### config.mk
export PLATFORM = sky130hd
export DESIGN_NAME = spi_regwin_master
export DESIGN_NICKNAME = d
export VERILOG_FILES = /design/src/rtl/spw_pkg.sv /design/src/rtl/spw_half_clamp.sv /design/src/rtl/spw_header_enc.sv /design/src/rtl/spi_regwin_master.sv
export SDC_FILE = /design/constraint.sdc
export NUM_CORES = 1
export LEC_CHECK = 0
export ABC_AREA = 0
export BUFFER_PORTS_ARGS = -buffer_cell sky130_fd_sc_hd__buf_4
export CORE_MARGIN = 2
export CORE_UTILIZATION = 50
export DETAILED_ROUTE_END_ITERATION = 12
export PLACE_DENSITY_LB_ADDON = 0.12
export SLEW_MARGIN = 30
export SYNTH_ARGS = -nofsm -noshare
export SYNTH_HDL_FRONTEND = slang
export SYNTH_HIERARCHICAL = 1
export SYNTH_SLANG_ARGS = --single-unit
export TNS_END_PERCENT = 50
### constraint.sdc
create_clock -name clk -period 2.6 [get_ports clk]
set_input_delay 0.39 -clock clk [delete_from_list [all_inputs] [get_ports clk]]
set_output_delay 0.39 -clock clk [all_outputs]
set_load 0.005 [all_outputs]
### src/rtl/spw_pkg.sv
package spw_pkg;
    localparam int WORD_W = 16;
    localparam int IDX_W  = 3;
    localparam int LEN_W  = WORD_W - 1 - IDX_W;

    typedef enum logic [2:0] {
        PH_IDLE    = 3'd0,
        PH_LOW     = 3'd1,
        PH_HIGH    = 3'd2,
        PH_WAIT_WR = 3'd3,
        PH_WAIT_RD = 3'd4,
        PH_TAIL    = 3'd5,
        PH_GUARD   = 3'd6
    } phase_e;
endpackage

### src/rtl/spw_half_clamp.sv
module spw_half_clamp #(
    parameter int CLK_HZ      = 200_000_000,
    parameter int SCLK_MAX_HZ = 52_000_000,
    parameter int SCLK_MIN_HZ = 1_000_000,
    parameter int DIV_W       = 8
) (
    input  logic [DIV_W-1:0] cfg_div,
    output logic [DIV_W-1:0] half
);
    // Shortest half period that keeps SCLK at or below the upper limit,
    // longest one that keeps it at or above the lower limit.
    localparam int HALF_MIN = (CLK_HZ + 2 * SCLK_MAX_HZ - 1) / (2 * SCLK_MAX_HZ);
    localparam int HALF_MAX = CLK_HZ / (2 * SCLK_MIN_HZ);

    always_comb begin
        if (cfg_div < DIV_W'(HALF_MIN)) begin
            half = DIV_W'(HALF_MIN);
        end else if (cfg_div > DIV_W'(HALF_MAX)) begin
            half = DIV_W'(HALF_MAX);
        end else begin
            half = cfg_div;
        end
    end
endmodule

### src/rtl/spw_header_enc.sv
module spw_header_enc #(
    parameter int ADDR_W  = 8,
    parameter int BYTES_W = 12
) (
    input  logic                        read,
    input  logic [ADDR_W-1:0]           addr,
    input  logic [BYTES_W-1:0]          bytes,
    output logic [spw_pkg::WORD_W-1:0]  header,
    output logic [spw_pkg::LEN_W-1:0]   words,
    output logic                        empty
);
    logic [BYTES_W:0] rounded;
    logic             unused_addr_bits;

    // Round odd byte counts up to whole 16-bit words.
    assign rounded = {1'b0, bytes} + (BYTES_W + 1)'(1);
    assign words   = spw_pkg::LEN_W'(rounded >> 1);
    assign empty   = (bytes == '0);
    assign header  = {read, addr[4:2], words};

    assign unused_addr_bits = ^{addr[ADDR_W-1:5], addr[1:0]};
endmodule

### src/rtl/spi_regwin_master.sv
module spi_regwin_master #(
    parameter int CLK_HZ      = 200_000_000,
    parameter int SCLK_MAX_HZ = 52_000_000,
    parameter int SCLK_MIN_HZ = 1_000_000,
    parameter int DIV_W       = 8,
    parameter int ADDR_W      = 8,
    parameter int BYTES_W     = 12
) (
    input  logic                       clk,
    input  logic                       rst_n,
    input  logic [DIV_W-1:0]           cfg_div,
    input  logic                       req_valid,
    input  logic                       req_read,
    input  logic [ADDR_W-1:0]          req_addr,
    input  logic [BYTES_W-1:0]         req_bytes,
    output logic                       busy,
    output logic                       done,
    input  logic [spw_pkg::WORD_W-1:0] wr_data,
    input  logic                       wr_valid,
    output logic                       wr_ready,
    output logic [spw_pkg::WORD_W-1:0] rd_data,
    output logic                       rd_valid,
    input  logic                       rd_ready,
    output logic                       sclk,
    output logic                       mosi,
    output logic                       cs_n,
    input  logic                       miso
);
    import spw_pkg::*;

    localparam int CNT_W = DIV_W + 2;
    localparam int BIT_W = $clog2(WORD_W);

    typedef struct packed {
        phase_e             st;
        logic [CNT_W-1:0]   cnt;
        logic [BIT_W-1:0]   bitn;
        logic [WORD_W-1:0]  sh;
        logic [WORD_W-1:0]  rx;
        logic [WORD_W-1:0]  rdat;
        logic [LEN_W-1:0]   left;
        logic [DIV_W-1:0]   half;
        logic               hdr;
        logic               rd;
        logic               sclk;
        logic               cs_n;
        logic               done;
        logic               rvld;
    } regs_t;

    regs_t q, d;

    logic [DIV_W-1:0]  half_req;
    logic [WORD_W-1:0] hdr_word;
    logic [LEN_W-1:0]  hdr_len;
    logic              req_empty;
    logic [CNT_W-1:0]  half_m1;
    logic [CNT_W-1:0]  guard_m1;

    spw_half_clamp #(
        .CLK_HZ      (CLK_HZ),
        .SCLK_MAX_HZ (SCLK_MAX_HZ),
        .SCLK_MIN_HZ (SCLK_MIN_HZ),
        .DIV_W       (DIV_W)
    ) i_clamp (
        .cfg_div (cfg_div),
        .half    (half_req)
    );

    spw_header_enc #(
        .ADDR_W  (ADDR_W),
        .BYTES_W (BYTES_W)
    ) i_enc (
        .read   (req_read),
        .addr   (req_addr),
        .bytes  (req_bytes),
        .header (hdr_word),
        .words  (hdr_len),
        .empty  (req_empty)
    );

    assign half_m1  = CNT_W'(q.half) - CNT_W'(1);
    assign guard_m1 = (CNT_W'(q.half) << 2) - CNT_W'(1);

    always_comb begin
        d      = q;
        d.done = 1'b0;
        unique case (q.st)
            PH_IDLE: begin
                if (req_valid) begin
                    if (req_empty) begin
                        d.done = 1'b1;
                    end else begin
                        d.st   = PH_LOW;
                        d.cs_n = 1'b0;
                        d.sh   = hdr_word;
                        d.left = hdr_len;
                        d.hdr  = 1'b1;
                        d.rd   = req_read;
                        d.bitn = BIT_W'(WORD_W - 1);
                        d.half = half_req;
                        d.cnt  = CNT_W'(half_req) - CNT_W'(1);
                    end
                end
            end
            PH_LOW: begin
                if (q.cnt == '0) begin
                    d.sclk = 1'b1;
                    d.rx   = {q.rx[WORD_W-2:0], miso};
                    d.st   = PH_HIGH;
                    d.cnt  = half_m1;
                end else begin
                    d.cnt = q.cnt - CNT_W'(1);
                end
            end
            PH_HIGH: begin
                if (q.cnt != '0) begin
                    d.cnt = q.cnt - CNT_W'(1);
                end else begin
                    d.sclk = 1'b0;
                    d.cnt  = half_m1;
                    if (q.bitn != '0) begin
                        d.bitn = q.bitn - BIT_W'(1);
                        d.sh   = {q.sh[WORD_W-2:0], 1'b0};
                        d.st   = PH_LOW;
                    end else begin
                        d.hdr = 1'b0;
                        d.sh  = '0;
                        if (q.rd && !q.hdr) begin
                            d.rdat = q.rx;
                            d.rvld = 1'b1;
                            d.st   = PH_WAIT_RD;
                        end else if (q.left == '0) begin
                            d.st = PH_TAIL;
                        end else if (q.rd) begin
                            d.left = q.left - LEN_W'(1);
                            d.bitn = BIT_W'(WORD_W - 1);
                            d.st   = PH_LOW;
                        end else begin
                            d.st = PH_WAIT_WR;
                        end
                    end
                end
            end
            PH_WAIT_WR: begin
                if (wr_valid) begin
                    d.sh   = wr_data;
                    d.left = q.left - LEN_W'(1);
                    d.bitn = BIT_W'(WORD_W - 1);
                    d.st   = PH_LOW;
                    d.cnt  = half_m1;
                end
            end
            PH_WAIT_RD: begin
                if (rd_ready) begin
                    d.rvld = 1'b0;
                    d.cnt  = half_m1;
                    if (q.left == '0) begin
                        d.st = PH_TAIL;
                    end else begin
                        d.left = q.left - LEN_W'(1);
                        d.bitn = BIT_W'(WORD_W - 1);
                        d.st   = PH_LOW;
                    end
                end
            end
            PH_TAIL: begin
                if (q.cnt == '0) begin
                    d.cs_n = 1'b1;
                    d.done = 1'b1;
                    d.st   = PH_GUARD;
                    d.cnt  = guard_m1;
                end else begin
                    d.cnt = q.cnt - CNT_W'(1);
                end
            end
            PH_GUARD: begin
                if (q.cnt == '0) begin
                    d.st = PH_IDLE;
                end else begin
                    d.cnt = q.cnt - CNT_W'(1);
                end
            end
            default: d = q;
        endcase
    end

    always_ff @(posedge clk or negedge rst_n) begin
        if (!rst_n) begin
            q      <= '0;
            q.cs_n <= 1'b1;
        end else begin
            q <= d;
        end
    end

    assign busy     = (q.st != PH_IDLE);
    assign done     = q.done;
    assign wr_ready = (q.st == PH_WAIT_WR);
    assign rd_data  = q.rdat;
    assign rd_valid = q.rvld;
    assign sclk     = q.sclk;
    assign mosi     = q.sh[WORD_W-1];
    assign cs_n     = q.cs_n;

    // clock parked low outside a frame
    a_r6_idle_clock_low: assert property (@(posedge clk) disable iff (!rst_n)
        q.cs_n |-> !q.sclk);

    // MOSI does not move on the rising SCLK edge
    a_r6_mosi_stable_at_rise: assert property (@(posedge clk) disable iff (!rst_n)
        $rose(q.sclk) |-> $stable(q.sh[WORD_W-1]));

    // an open frame always shows busy
    a_r8_frame_is_busy: assert property (@(posedge clk) disable iff (!rst_n)
        !q.cs_n |-> busy);

    // completion of a real burst coincides with chip select rising
    a_r10_done_at_cs_rise: assert property (@(posedge clk) disable iff (!rst_n)
        (q.done && busy) |-> $rose(q.cs_n));

    // empty request finishes without a frame
    a_r9_empty_no_frame: assert property (@(posedge clk) disable iff (!rst_n)
        (q.done && !busy) |-> (q.cs_n && !q.sclk));

    // the two data handshakes never overlap
    a_r11_handshake_exclusive: assert property (@(posedge clk) disable iff (!rst_n)
        !(wr_ready && rd_valid));

    // done is a single-cycle pulse
    a_r10_done_pulse: assert property (@(posedge clk) disable iff (!rst_n)
        q.done |=> !q.done);
endmodule

Yosys cells after proc, flatten, opt, wreduce, memory -nomap -nowiden:

Index checks and enable logic that the tools add are counted.

* equality and inequality tests: 24
* order comparisons: 2
* bitwise operators: 4
* reduce and logical (&&, ||, !) cells: 30
* multiplexer cells: 55
* $add $sub $neg: 7

Operators by type and width (count)
* 33-bit 2-to-1 mux: 3
* 12-bit 2-to-1 mux: 8
* 13-bit one-hot mux with 7 select lines: 1
* 12-bit one-hot mux with 4 select lines: 1
* 16-bit one-hot mux with 3 select lines: 1
* 22-bit 2-to-1 mux: 2
* 10-bit 2-to-1 mux: 4
* 20-bit 2-to-1 mux: 2
* 2-bit != test (second input constant): 15
* 12-bit zero test: 2
* 3-bit 2-to-1 mux: 8
* 5-bit AND reduction: 4
* 10-bit by 1-bit subtractor with 10-bit output (second input constant): 2
* 8-bit by 1-bit subtractor with 9-bit output (second input constant): 2
* 17-bit 2-to-1 mux: 1
* 4-bit 2-to-1 mux: 4
* 8-bit 2-to-1 mux: 2
* 4-bit one-hot mux with 4 select lines: 1
* 12-bit by 1-bit adder with 13-bit output (second input constant): 1
* 12-bit by 1-bit subtractor with 12-bit output (second input constant): 1
* 11-bit AND reduction: 1
* 10-bit zero test: 1
* 1-bit 2-to-1 mux: 10
* 10-bit AND reduction: 1
* other kinds (25): 44

* flip-flop bits (word level): 91
* input port bits: 51
* logic and storage cells: 136
* output and inout bits: 23

Depth between registers and ports, before layout:

Gate-level depths: netlist of the first run.

* depth in word-level cells: 7
* gate-level depth with buffers: 11
* gate-level depth less buffers: 10

Hierarchy:

The synthesis of the first run kept the hierarchy.

By module, submodules not included
* spi_regwin_master: cells an instance 622, area each 5544.1 um^2, instances 1, sequential area each 2278.4 um^2
* spw_header_enc: cells an instance 54, area each 386.6 um^2, instances 1, sequential area each 0.0 um^2
* spw_half_clamp: cells an instance 19, area each 126.4 um^2, instances 1, sequential area each 0.0 um^2

Worst setup path before layout of the first run:

No wires, ideal clock.

* path type: register -> register
* start point: register q[78] in the netlist's numbering
* end point: register q[81] in the netlist's numbering
* arrival: 2389 ps
* data required time: 2479 ps
* buffers on the path: 1
* period minus slack after synthesis: 2510 ps
* slack: 90 ps
* stages on the path, launching flop included: 10
* setup time: 121 ps
* path through: dfrtp_1 inv_1 ha_1 or4b_4 or4_4 buf_6 o21ai_2 mux2i_1 a221o_1 a22o_1

* word-level cells in the longest chain between the ends: 3
* elaborated cells on any way between the ends: 10
* classes of those cells: add/sub (1); eq/ne (1); mux (5); reduce/logical (3)

RTL lines
* start, declared: RTL line spi_regwin_master.sv:51 `regs_t q, d;`
* 10-bit by 1-bit subtractor with 10-bit output (tied with other cells)
* 10-bit 2-to-1 mux (tied with other cells): RTL line spi_regwin_master.sv:178 `if (q.cnt == '0) begin`
* 13-bit one-hot mux with 7 select lines / 6-bit AND reduction (equally long branches)

Several ways; a longest one is shown, not always the timed one. The select of a mux whose other input is x is not followed.
A chain may end at the register's enable or synchronous reset.

Worst setup path in the final report of the first run:

* start point: register q[78] in the netlist's numbering
* end point: register q[14] in the netlist's numbering

* word-level cells in the longest chain between the ends: 3

RTL lines
* 10-bit nonzero test: RTL line spi_regwin_master.sv:117 `if (q.cnt != '0) begin`
* 2-bit != test (no source line)
* 11-bit AND reduction (no source line)

Every way passes these cells.

==> impl_metrics.toml, run 1 <==
[global_route]
grt-ovfl-total = 0
antenna_found_initial = 0
grt_pass1_wl_um = 25900
grt_max_degree = 42
grt_util_all_layers_pct = 25.0
grt_pass1_vias = 5188

[layout]
syn2layout_area_growth_pct = 24.0
n_antenna_cell = 0
final_nets = 842
final_area_sq_um = 7510
drive_gt1_share_pct = 32.2
fillers = 1043

[floorplanning]
ios = 74
core-area_sq_um = 11900
rows = 40
die_x_um = 114
initial_core_util_pct = 50.9
die-area_sq_um = 13000
chipHeight_um = 114

[yosys]
synth_compound_gate_area_share_pct = 20.9
synth_top_area_share_pct = 37.2
synth-simple-area-share_pct = 19.7
synthArstFlopShare_pct = 100
ys_ff_latch = 91
synth_most_common_cell = "dfrtp_1"
synth.cell_area_sq_um = 6060
synth_nets = 754
synth.distinct_cells = 74
netlist_top_cells_area = "dfrtp_1 (37%), mux2_2 (7.3%), nand2_1 (4.6%), o211ai_1 (4.5%), o21ai_0 (4.4%)"
synth_top_area_cell = "dfrtp_1"
synth_fa_ha_area_share_pct = 1.65
netlist_instances = 695
synth_edf_count = 0
synthMuxAreaShare_pct = 7.75
synth_warnings = 6
synth-xor-area-share_pct = 3.18
synth_ff_type = "dfrtp_1"
yosysSeqAreaShare_pct = 37.6
postSynthAreaPerCell_sq_um = 8.72
synthTopCellsByCount = "dfrtp_1 (90), nand2_1 (75), o21ai_0 (53)"
synth_top_family_by_area = "compound AO/OA/AOI/OAI gates"

[critical_path]
path_depth = 9
required_ns = 2.84
start_kind = "flop"
crit_fanout = 6
path_buf_inv = 2
arrival_ns = 2.86
critPathKind = "reg -> reg"
critPathSlowestCell = "or4_4"
crit_family = "simple AND/OR/NAND/NOR gates"
critPathMaxStageDelay_ns = 0.52
cp-end-kind = "flop"
path_cells = "inv_2 > ha_4 > or4b_4 > or4_4 > a211oi_4 > o21ai_4 > buf_12 > a221oi_4 > a21oi_2"
r2r_cells = 9

[timing]
rsz0062_at_grt = "true"
setup_viol = 2
worstMarginPinSlew_ns = 0.691
setup_tns_ns = -0.0175
fin_worst_hold_slack_ns = 0.0346
slew_violations = 0
timing.slew.headroom_pct = 53.5
min_period_ns = 2.62
worst_slack_ns = -0.0155
fmax_ghz = 0.382
finalCritPeriodShare_pct = 101
final.setup_skew_ns = 0.0104
hold_viol = 0

[power_and_ir_drop]
p_leak_nw = 3.35
switching_share_pct = 44.5
pwr-share-comb_pct = 57.5
pwr-share-clk_pct = 16.2
pwr-share-seq_pct = 26.4
power.switching_mw = 3.68
ir_worst_vdd_mv = 0.407
p_int_mw = 4.58
power.density_nw_per_um2 = 1100

[clock_tree]
clkLatencyLatePin_ns = 0.36
cts_root_buf = "clkbuf_16"
path_clk_slew_ns = 0.07
cts_htree_levels = 3
numCtsBuffers = 9
cts_tree = "yes"
cts_max_path_buffers = 2
clock-sinks = 91

[route]
first_pass_iters = 5
vias = 5540
wl_um = 16400
wire_per_inst_um = 17.5
ant_nets = 0
drc_errors = 0
avgViaCountPerCell = 5.93
drtIter0Drc = 380

[place]
gp_congestion = 0.940
dpl-instance-area_sq_um = 6910
io_buffers = 68
dp_hpwl_um = 11700

[worst_hold_path]
hold_class = "in -> async"

[outcome]
status = "finished, violations left"
violations = "negative setup slack"

[job]
maxCapViolCount = 0
## flip-flops by register name, summed over array words and instances (netlist names)
signal	cells
sclk	1
mosi	1
done	1
rd_valid	1
cs_n	1
rd_data	16
q	70
## cells in the final DEF, fill, tap and decap left out, types with 4 or more instances in the layout
master and instances:
nor3_1 18, nor3b_1 5, o22ai_1 7, o21ai_0 38, a22oi_1 5, o21a_1 4
o21ai_1 14, buf_12 5, a21oi_2 9, nor2_1 47, nand2_1 75, nand2b_1 6
ha_1 7, dfrtp_1 90, xnor2_1 13, inv_1 36, nand3_1 12, nand4_1 4
a31oi_1 9, a21oi_1 25, nor2b_1 6, mux2_2 39, clkbuf_16 11, nor3_2 7
or3_1 5, o211ai_1 36, xor2_1 9, buf_6 4, nor4_1 12, buf_4 133
o31ai_1 4
## layer usage
layer	vias to the layer above	wire length [um]	part of all wire, %	GRT usage, %
li1	2654	-	-	-
met4	0	386	2.4	9.51
met1	2657	7510	46	35.3
met5	-	0	0	0
met3	29	1030	6.3	3.65
met2	200	7480	46	39.2
## metrics by stage
stage	cells	utilization, %	power [mW]	setup WS, ns
2_1_floorplan	695	-	4.83	0.0900
3_3_place_gp	909	58.0	6.18	-0.253
3_5_place_dp	909	58.0	6.28	-0.157
4_1_cts	928	61.4	7.78	-0.0721
5_1_grt	935	63.1	8.83	-0.119
6_report	935	63.1	8.26	-0.0155
## cell type report
type	count	area, sq um	area share, %
clock inverter	7	81.3	1.08
tap	147	184	2.45
timing repair buffer	145	1210	16.1
multi-input combinational	498	3390	45.1
sequential	91	2280	30.3
inverter	38	143	1.90
clock buffer	9	225	3.00
## worst register-to-register path, delay by kind of cell, from the launching register on
family / cells / cell delay [ns]
buf+inv: 2 / 0.25
fa+ha+maj: 1 / 0.13
flops: 1 / 0.39
simple gates: 2 / 0.98
compound gates: 4 / 0.75
## power by group through the flow
stage	Clock, mW	Combinational [mW]	Sequential (mW)
2_1_floorplan	0	2.74	2.09
3_3_place_gp	0	4.02	2.16
3_5_place_dp	0	4.10	2.18
4_1_cts	1.35	4.27	2.16
5_1_grt	1.40	5.19	2.23
6_report	1.34	4.75	2.18
## path summary, 6_finish.rpt
| path | slack [ns] | to | startpoint |
|---|---|---|---|
| worst max-delay path | -0.02 | q[14] | q[78] |
| worst min register to register | 0.49 | cs_n | cs_n |
| min in group clk | 0.28 | q[42] | miso |
| max in group asynchronous | 1.95 | q[5] | rst_n |
| worst min-delay path | 0.03 | q[85] | rst_n |
| worst max register to register | -0.02 | q[14] | q[78] |
## kinds of logic after synthesis
logic type,after synthesis
and+or+nand+nor,233
AOI/OAI and AO/OA,191
buffers and inverters,107
DFF,91
muxes,42
xor gates and xnor gates,22
adders and majority gates,8
other,1
## what timing repair did
item / 4_1_cts / 5_1_grt
buffers inserted: 3 / 4
gates cloned: 0 / 3
setup endpoints to repair: 30 / 78
hold buffers: 0 / 0
pin swaps: 17 / 14
resized for setup: 31 / 23
Power figures use the tool's default switching activity.
==> inputs of run 2 (changes only) <==
--- a/config.mk
+++ b/config.mk
@@ -14,6 +14,5 @@
 export SLEW_MARGIN = 30
 export SYNTH_ARGS = -nofsm -noshare
 export SYNTH_HDL_FRONTEND = slang
-export SYNTH_HIERARCHICAL = 1
 export SYNTH_SLANG_ARGS = --single-unit
 export TNS_END_PERCENT = 50
==> run 2 against run 1 <==
The flow now finishes without violations. Synthesized area shrank 2.4%. Routed wire length shrank 6.8%. Critical path depth is the same. Highest routed layer unchanged. Register-to-register slack gained 0.21 ns.
==> impl_metrics.toml, run 2 <==
[clock_tree]
ctsHoldBuffers = 0
cts_max_path_buffers = 2
clkLatencyLatePin_ns = 0.35
clock-sinks = 91
postCtsResizedCells = 0
cts_setup_buffers = 0
numCtsBuffers = 9
cts_htree_levels = 3
path_clk_slew_ns = 0.06
cts_root_buf = "clkbuf_16"
cts_tree = "yes"

[power_and_ir_drop]
p_int_mw = 3.64
p_leak_nw = 3.11
total_power_mw = 5.97
pwr-share-clk_pct = 21.1
pwr-share-seq_pct = 36.7
switching_share_pct = 39.0
pwr-share-comb_pct = 42.2
power.density_nw_per_um2 = 857
ir_worst_vdd_mv = 0.603
power.switching_mw = 2.33

[yosys]
synth.distinct_cells = 64
synth_edf_count = 0
yosysSeqAreaShare_pct = 38.5
netlist_top_cells_area = "dfrtp_1 (38%), mux2_2 (9.3%), o21ai_0 (4.4%), nand2_1 (3.7%), a21oi_1 (3.2%)"
synth_top_family_by_area = "compound AO/OA/AOI/OAI gates"
synth_warnings = 0
postSynthAreaPerCell_sq_um = 9.06
synth-simple-area-share_pct = 20.0
ys_ff_latch = 91
synth.cell_area_sq_um = 5910
synth_top_area_share_pct = 38.1
synthTopCellsByCount = "dfrtp_1 (90), nand2_1 (58), o21ai_0 (52)"
synth_nets = 712
synthArstFlopShare_pct = 100
synth_most_common_cell = "dfrtp_1"
synthMuxAreaShare_pct = 10.2
synth_fa_ha_area_share_pct = 1.69
synth-xor-area-share_pct = 3.26
synth_top_area_cell = "dfrtp_1"
synth_compound_gate_area_share_pct = 20.1
synth_ff_type = "dfrtp_1"
netlist_instances = 653

[global_route]
grt_pass1_vias = 4916
grt_util_all_layers_pct = 24.7
antenna_found_initial = 0
grt_max_degree = 92
grt-ovfl-total = 0
grt_pass1_wl_um = 25000

[floorplanning]
rows = 39
core-area_sq_um = 11500
die_x_um = 113
ios = 74
initial_core_util_pct = 51.6
die-area_sq_um = 12700
chipHeight_um = 113

[timing]
hold_viol = 0
timing.slew.headroom_pct = 55.8
rsz0062_at_grt = "false"
worstMarginPinSlew_ns = 0.656
slew_violations = 0
final.setup_skew_ns = 0.00953
min_period_ns = 2.41
fmax_ghz = 0.416
setup_viol = 0
finalCritPeriodShare_pct = 92.5

[route]
first_pass_iters = 5
drtIter0Drc = 522
drc_errors = 0
wire_per_inst_um = 17.7
vias = 5171
wl_um = 15300
avgViaCountPerCell = 5.97
ant_nets = 0

[critical_path]
cp_common_cell = "o21a_1"
crit_start = "q[14]"
path_cells = "inv_1 > ha_1 > or4b_4 > nor4_4 > buf_4 > a21oi_1 > o21a_1 > o21a_1 > o21a_1"
critPathKind = "reg -> reg"
r2r_start = "q[14]"
rrSetupSlack_ns = 0.19
crit_fanout = 7
r2r_cells = 9
critPathMaxStageDelay_ns = 0.51
cp-end-kind = "flop"
crit_family = "simple AND/OR/NAND/NOR gates"
critPathSlowestCell = "or4b_4"
start_kind = "flop"
required_ns = 2.84
regToRegEndpoint = "q[76]"
path_buf_inv = 2
arrival_ns = 2.65

[layout]
finalNonFillerCells = 866
syn2layout_area_growth_pct = 17.7
most-common-layout-cells = "buf_4 (104), dfrtp_1 (90), nand2_1 (58)"
largest_reg_flops = 70
n_antenna_cell = 0
drive_gt1_share_pct = 26.8
final_nets = 777
largest-register = "q"
final_common_cell = "buf_4"

[place]
io_buffers = 68
dp_cells = 850
gp_congestion = 0.927
dp_hpwl_um = 11500

[job]
maxCapViolCount = 0

[outcome]
status = "complete, no violations"

[worst_hold_path]
hold_class = "in -> async"
run 2: how the worst max path moves through the flow:
stage,to,slack [ns],cells after the start
2_1_floorplan,q[82],0.01,11
3_3_place_gp,q[82],0.02,11
3_5_place_dp,q[87],-0.09,11
4_1_cts,q[76],0.20,9
5_1_grt,q[77],0.002,9
6_report,q[76],0.19,9
run 2: layer usage:
metal	part of all wire [%]	GRT usage, %	up-vias
met2	46	37.3	169
met4	2.0	8.46	0
met5	0	0	-
li1	-	-	2521
met1	46	35.0	2455
met3	6.4	5.84	26
run 2: logic make-up (layout without fill, tap and decap cells):
family,count (synthesis),count (layout)
AOI/OAI and AO/OA,184,184
xor gates and xnor gates,22,22
adders and majority gates,8,8
buffers and inverters,76,146
DFF,91,91
muxes,54,54
and+or+nand+nor,218,218
run 2: cell type report:
| type | instances | area [sq um] |
|---|---|---|
| Clock buffer | 12 | 256 |
| Sequential cell | 91 | 2280 |
| Inverter | 22 | 82.6 |
| Fill cell | 934 | 4500 |
| Tap cell | 143 | 179 |
| Clock inverter | 4 | 31.3 |
| Timing Repair Buffer | 108 | 861 |
| Multi-Input combinational cell | 486 | 3270 |
run 2: worst reg2reg max path: stages (launching register included):
cell and delay [ns]:
dfrtp_1 0.41, inv_1 0.08, ha_1 0.21, or4b_4 0.51, nor4_4 0.27, buf_4 0.19
a21oi_1 0.09, o21a_1 0.26, o21a_1 0.13, o21a_1 0.16
run 2: metrics by stage:
stage | util, % | area [sq um] | worst slack, ns | hold WS (ns) | setup TNS, ns
final | 60.7 | 6960 | 0.195 | 0.0391 | 0
after CTS | 60.7 | 6960 | 0.199 | 0.0897 | 0
after global routing | 60.7 | 6960 | 0.00170 | 0.0878 | 0
after detailed placement | 58.2 | 6680 | -0.0892 | 0.468 | -0.228
after floorplan | - | 5930 | 0.0147 | 0.0944 | 0
after global placement | 58.2 | 6680 | 0.0209 | 0.463 | 0
run 2: power groups by stage:
stage	Combinational, mW	Sequential [mW]	Clock [mW]
3_3_place_gp	2.44	2.18	0
2_1_floorplan	1.82	2.05	0
4_1_cts	2.50	2.18	1.30
5_1_grt	2.77	2.25	1.35
6_report	2.52	2.19	1.26
3_5_place_dp	2.49	2.20	0
==> inputs of run 3 (changes only) <==
--- a/config.mk
+++ b/config.mk
@@ -8,7 +8,7 @@
 export ABC_AREA = 0
 export BUFFER_PORTS_ARGS = -buffer_cell sky130_fd_sc_hd__buf_4
 export CORE_MARGIN = 2
-export CORE_UTILIZATION = 50
+export CORE_UTILIZATION = 29
 export DETAILED_ROUTE_END_ITERATION = 12
 export PLACE_DENSITY_LB_ADDON = 0.12
 export SLEW_MARGIN = 30
==> run 3 against run 2 <==
First-iteration DRC count down 44%. Largest power group unchanged. Combinational power is 4% higher. Highest routed layer unchanged. Hold slack better by 0.23 ns. Largest cell class unchanged.
==> impl_metrics.toml, run 3 (synthesis results as in run 2) <==
[power_and_ir_drop]
p_leak_nw = 3.14
power.density_nw_per_um2 = 845
switching_share_pct = 40.3
total_power_mw = 6.07
pwr-share-seq_pct = 35.6
pwr-share-clk_pct = 21.2
pwr-share-comb_pct = 43.2
ir_worst_vdd_mv = 0.363
p_int_mw = 3.62
power.switching_mw = 2.45

[clock_tree]
cts_htree_levels = 3
numCtsBuffers = 9
clock-sinks = 91
cts_setup_buffers = 0
cts_tree = "yes"
clkLatencyLatePin_ns = 0.36
cts_max_path_buffers = 2
cts_root_buf = "clkbuf_16"
path_clk_slew_ns = 0.07

[layout]
largest_reg_flops = 70
syn2layout_area_growth_pct = 21.5
n_antenna_cell = 0
largest-register = "q"
utilization_pct = 35.7
final_common_cell = "buf_4"
final_area_sq_um = 7180
most-common-layout-cells = "buf_4 (111), dfrtp_1 (90), nand2_1 (58)"
drive_gt1_share_pct = 27.6
final_nets = 785
finalNonFillerCells = 1001

[floorplanning]
core-area_sq_um = 20100
die_x_um = 147
initial_core_util_pct = 29.4
die-area_sq_um = 21600
chipHeight_um = 147
ios = 74
rows = 52

[critical_path]
cp-end-kind = "flop"
required_ns = 2.85
path_cells = "inv_1 > ha_1 > or4b_4 > nor4_4 > o211ai_1 > and3_2 > buf_4 > a22o_1"
start_kind = "flop"
regToRegEndpoint = "q[17]"
r2r_start = "q[15]"
rrSetupSlack_ns = 0.15
critPathKind = "reg -> reg"
critPathSlowestCell = "or4b_4"
critPathMaxStageDelay_ns = 0.51
r2r_cells = 8
arrival_ns = 2.70
crit_fanout = 14

[global_route]
grt_max_degree = 48
met3_usage_pct = 3.42
grtUsageMet2_pct = 25.5
grt.met1_usage_pct = 23.0
busiest_layer = "met2"
grt_pass1_wl_um = 28300
grt_util_all_layers_pct = 16.5
antenna_found_initial = 0
grt_pass1_vias = 5212
grt-ovfl-total = 0

[route]
drc_errors = 0
vias = 5229
ant_nets = 0
first_pass_iters = 5
drtIter0Drc = 293
avgViaCountPerCell = 5.22
wl_um = 17100
wire_per_inst_um = 17.1

[job]
maxCapViolCount = 0

[timing]
final.setup_skew_ns = 0.00908
setup_viol = 0
worstMarginPinSlew_ns = 0.606
fmax_ghz = 0.408
timing.slew.headroom_pct = 59.2
min_period_ns = 2.45
slew_violations = 0
hold_viol = 0
rsz0062_at_grt = "false"
finalCritPeriodShare_pct = 94.3

[outcome]
status = "complete, no violations"

[worst_hold_path]
hold_class = "in -> reg"
hold_start = "req_valid"
whs_endpoint = "q[13]"
hold_depth = 2

[place]
gp_congestion = 0.853
dp_hpwl_um = 13000
io_buffers = 68
dp_cells = 984
dpl-instance-area_sq_um = 6890
[run 3: cell type report]
class,instances,area (sq um)
fill,2060,12900
multi-input combinational,486,3280
sequential,91,2280
timing repair buffer,116,923
tap,270,338
clock buffer,10,229
inverter,22,82.6
clock inverter,6,57.6
[run 3: how the worst max path moves through the flow]
stage	startpoint	end	slack (ns)	cells past startpoint
floorplan	cfg_div[5]	q[82]	0.01	11
global placement	cfg_div[4]	q[82]	-0.004	11
detailed placement	cfg_div[4]	q[87]	-0.08	11
CTS	q[15]	q[17]	0.07	8
global route	q[15]	q[17]	0.001	8
finish	q[15]	q[17]	0.15	8
[run 3: repair_timing]
item	in CTS	in global routing
resized for setup	0	1
setup endpoints to repair	0	9
hold buffers	1	0
endpoints found under the hold margin	21	0
[run 3: power by group through the flow]
stage               combinational (mW)  sequential [mW]  clock, mW
floorplan                         1.82             2.05          0
global placement                  2.57             2.17          0
detailed placement                2.59             2.19          0
CTS                               2.60             2.16       1.33
global route                      2.92             2.23       1.39
finish                            2.62             2.16       1.29
[run 3: critical path: cells and delay by family, from the launching register on]
family                   cells  cell delay (ns)
buffers and inverters        2             0.27
adder cells (fa/ha/maj)      1             0.19
flip-flops                   1             0.40
AND/OR/NAND/NOR              3             1.12
AO/OA/AOI/OAI                2             0.35
[run 3: stage by stage]
step / hold WS [ns] / TNS (ns) / setup WS (ns)
after floorplan: 0.0944 / 0 / 0.0147
after global placement: 0.329 / -0.00379 / -0.00379
after detailed placement: 0.326 / -0.203 / -0.0797
after CTS: 0.249 / 0 / 0.0677
after global routing: 0.247 / 0 / 0.00135
final: 0.266 / 0 / 0.147
[run 3: per-layer routing]
metal  up-vias  share of wire [%]
met5         -                  0
met4         0                1.9
met3        24                4.8
met2       136                 46
met1      2530                 48
li1       2539                  -
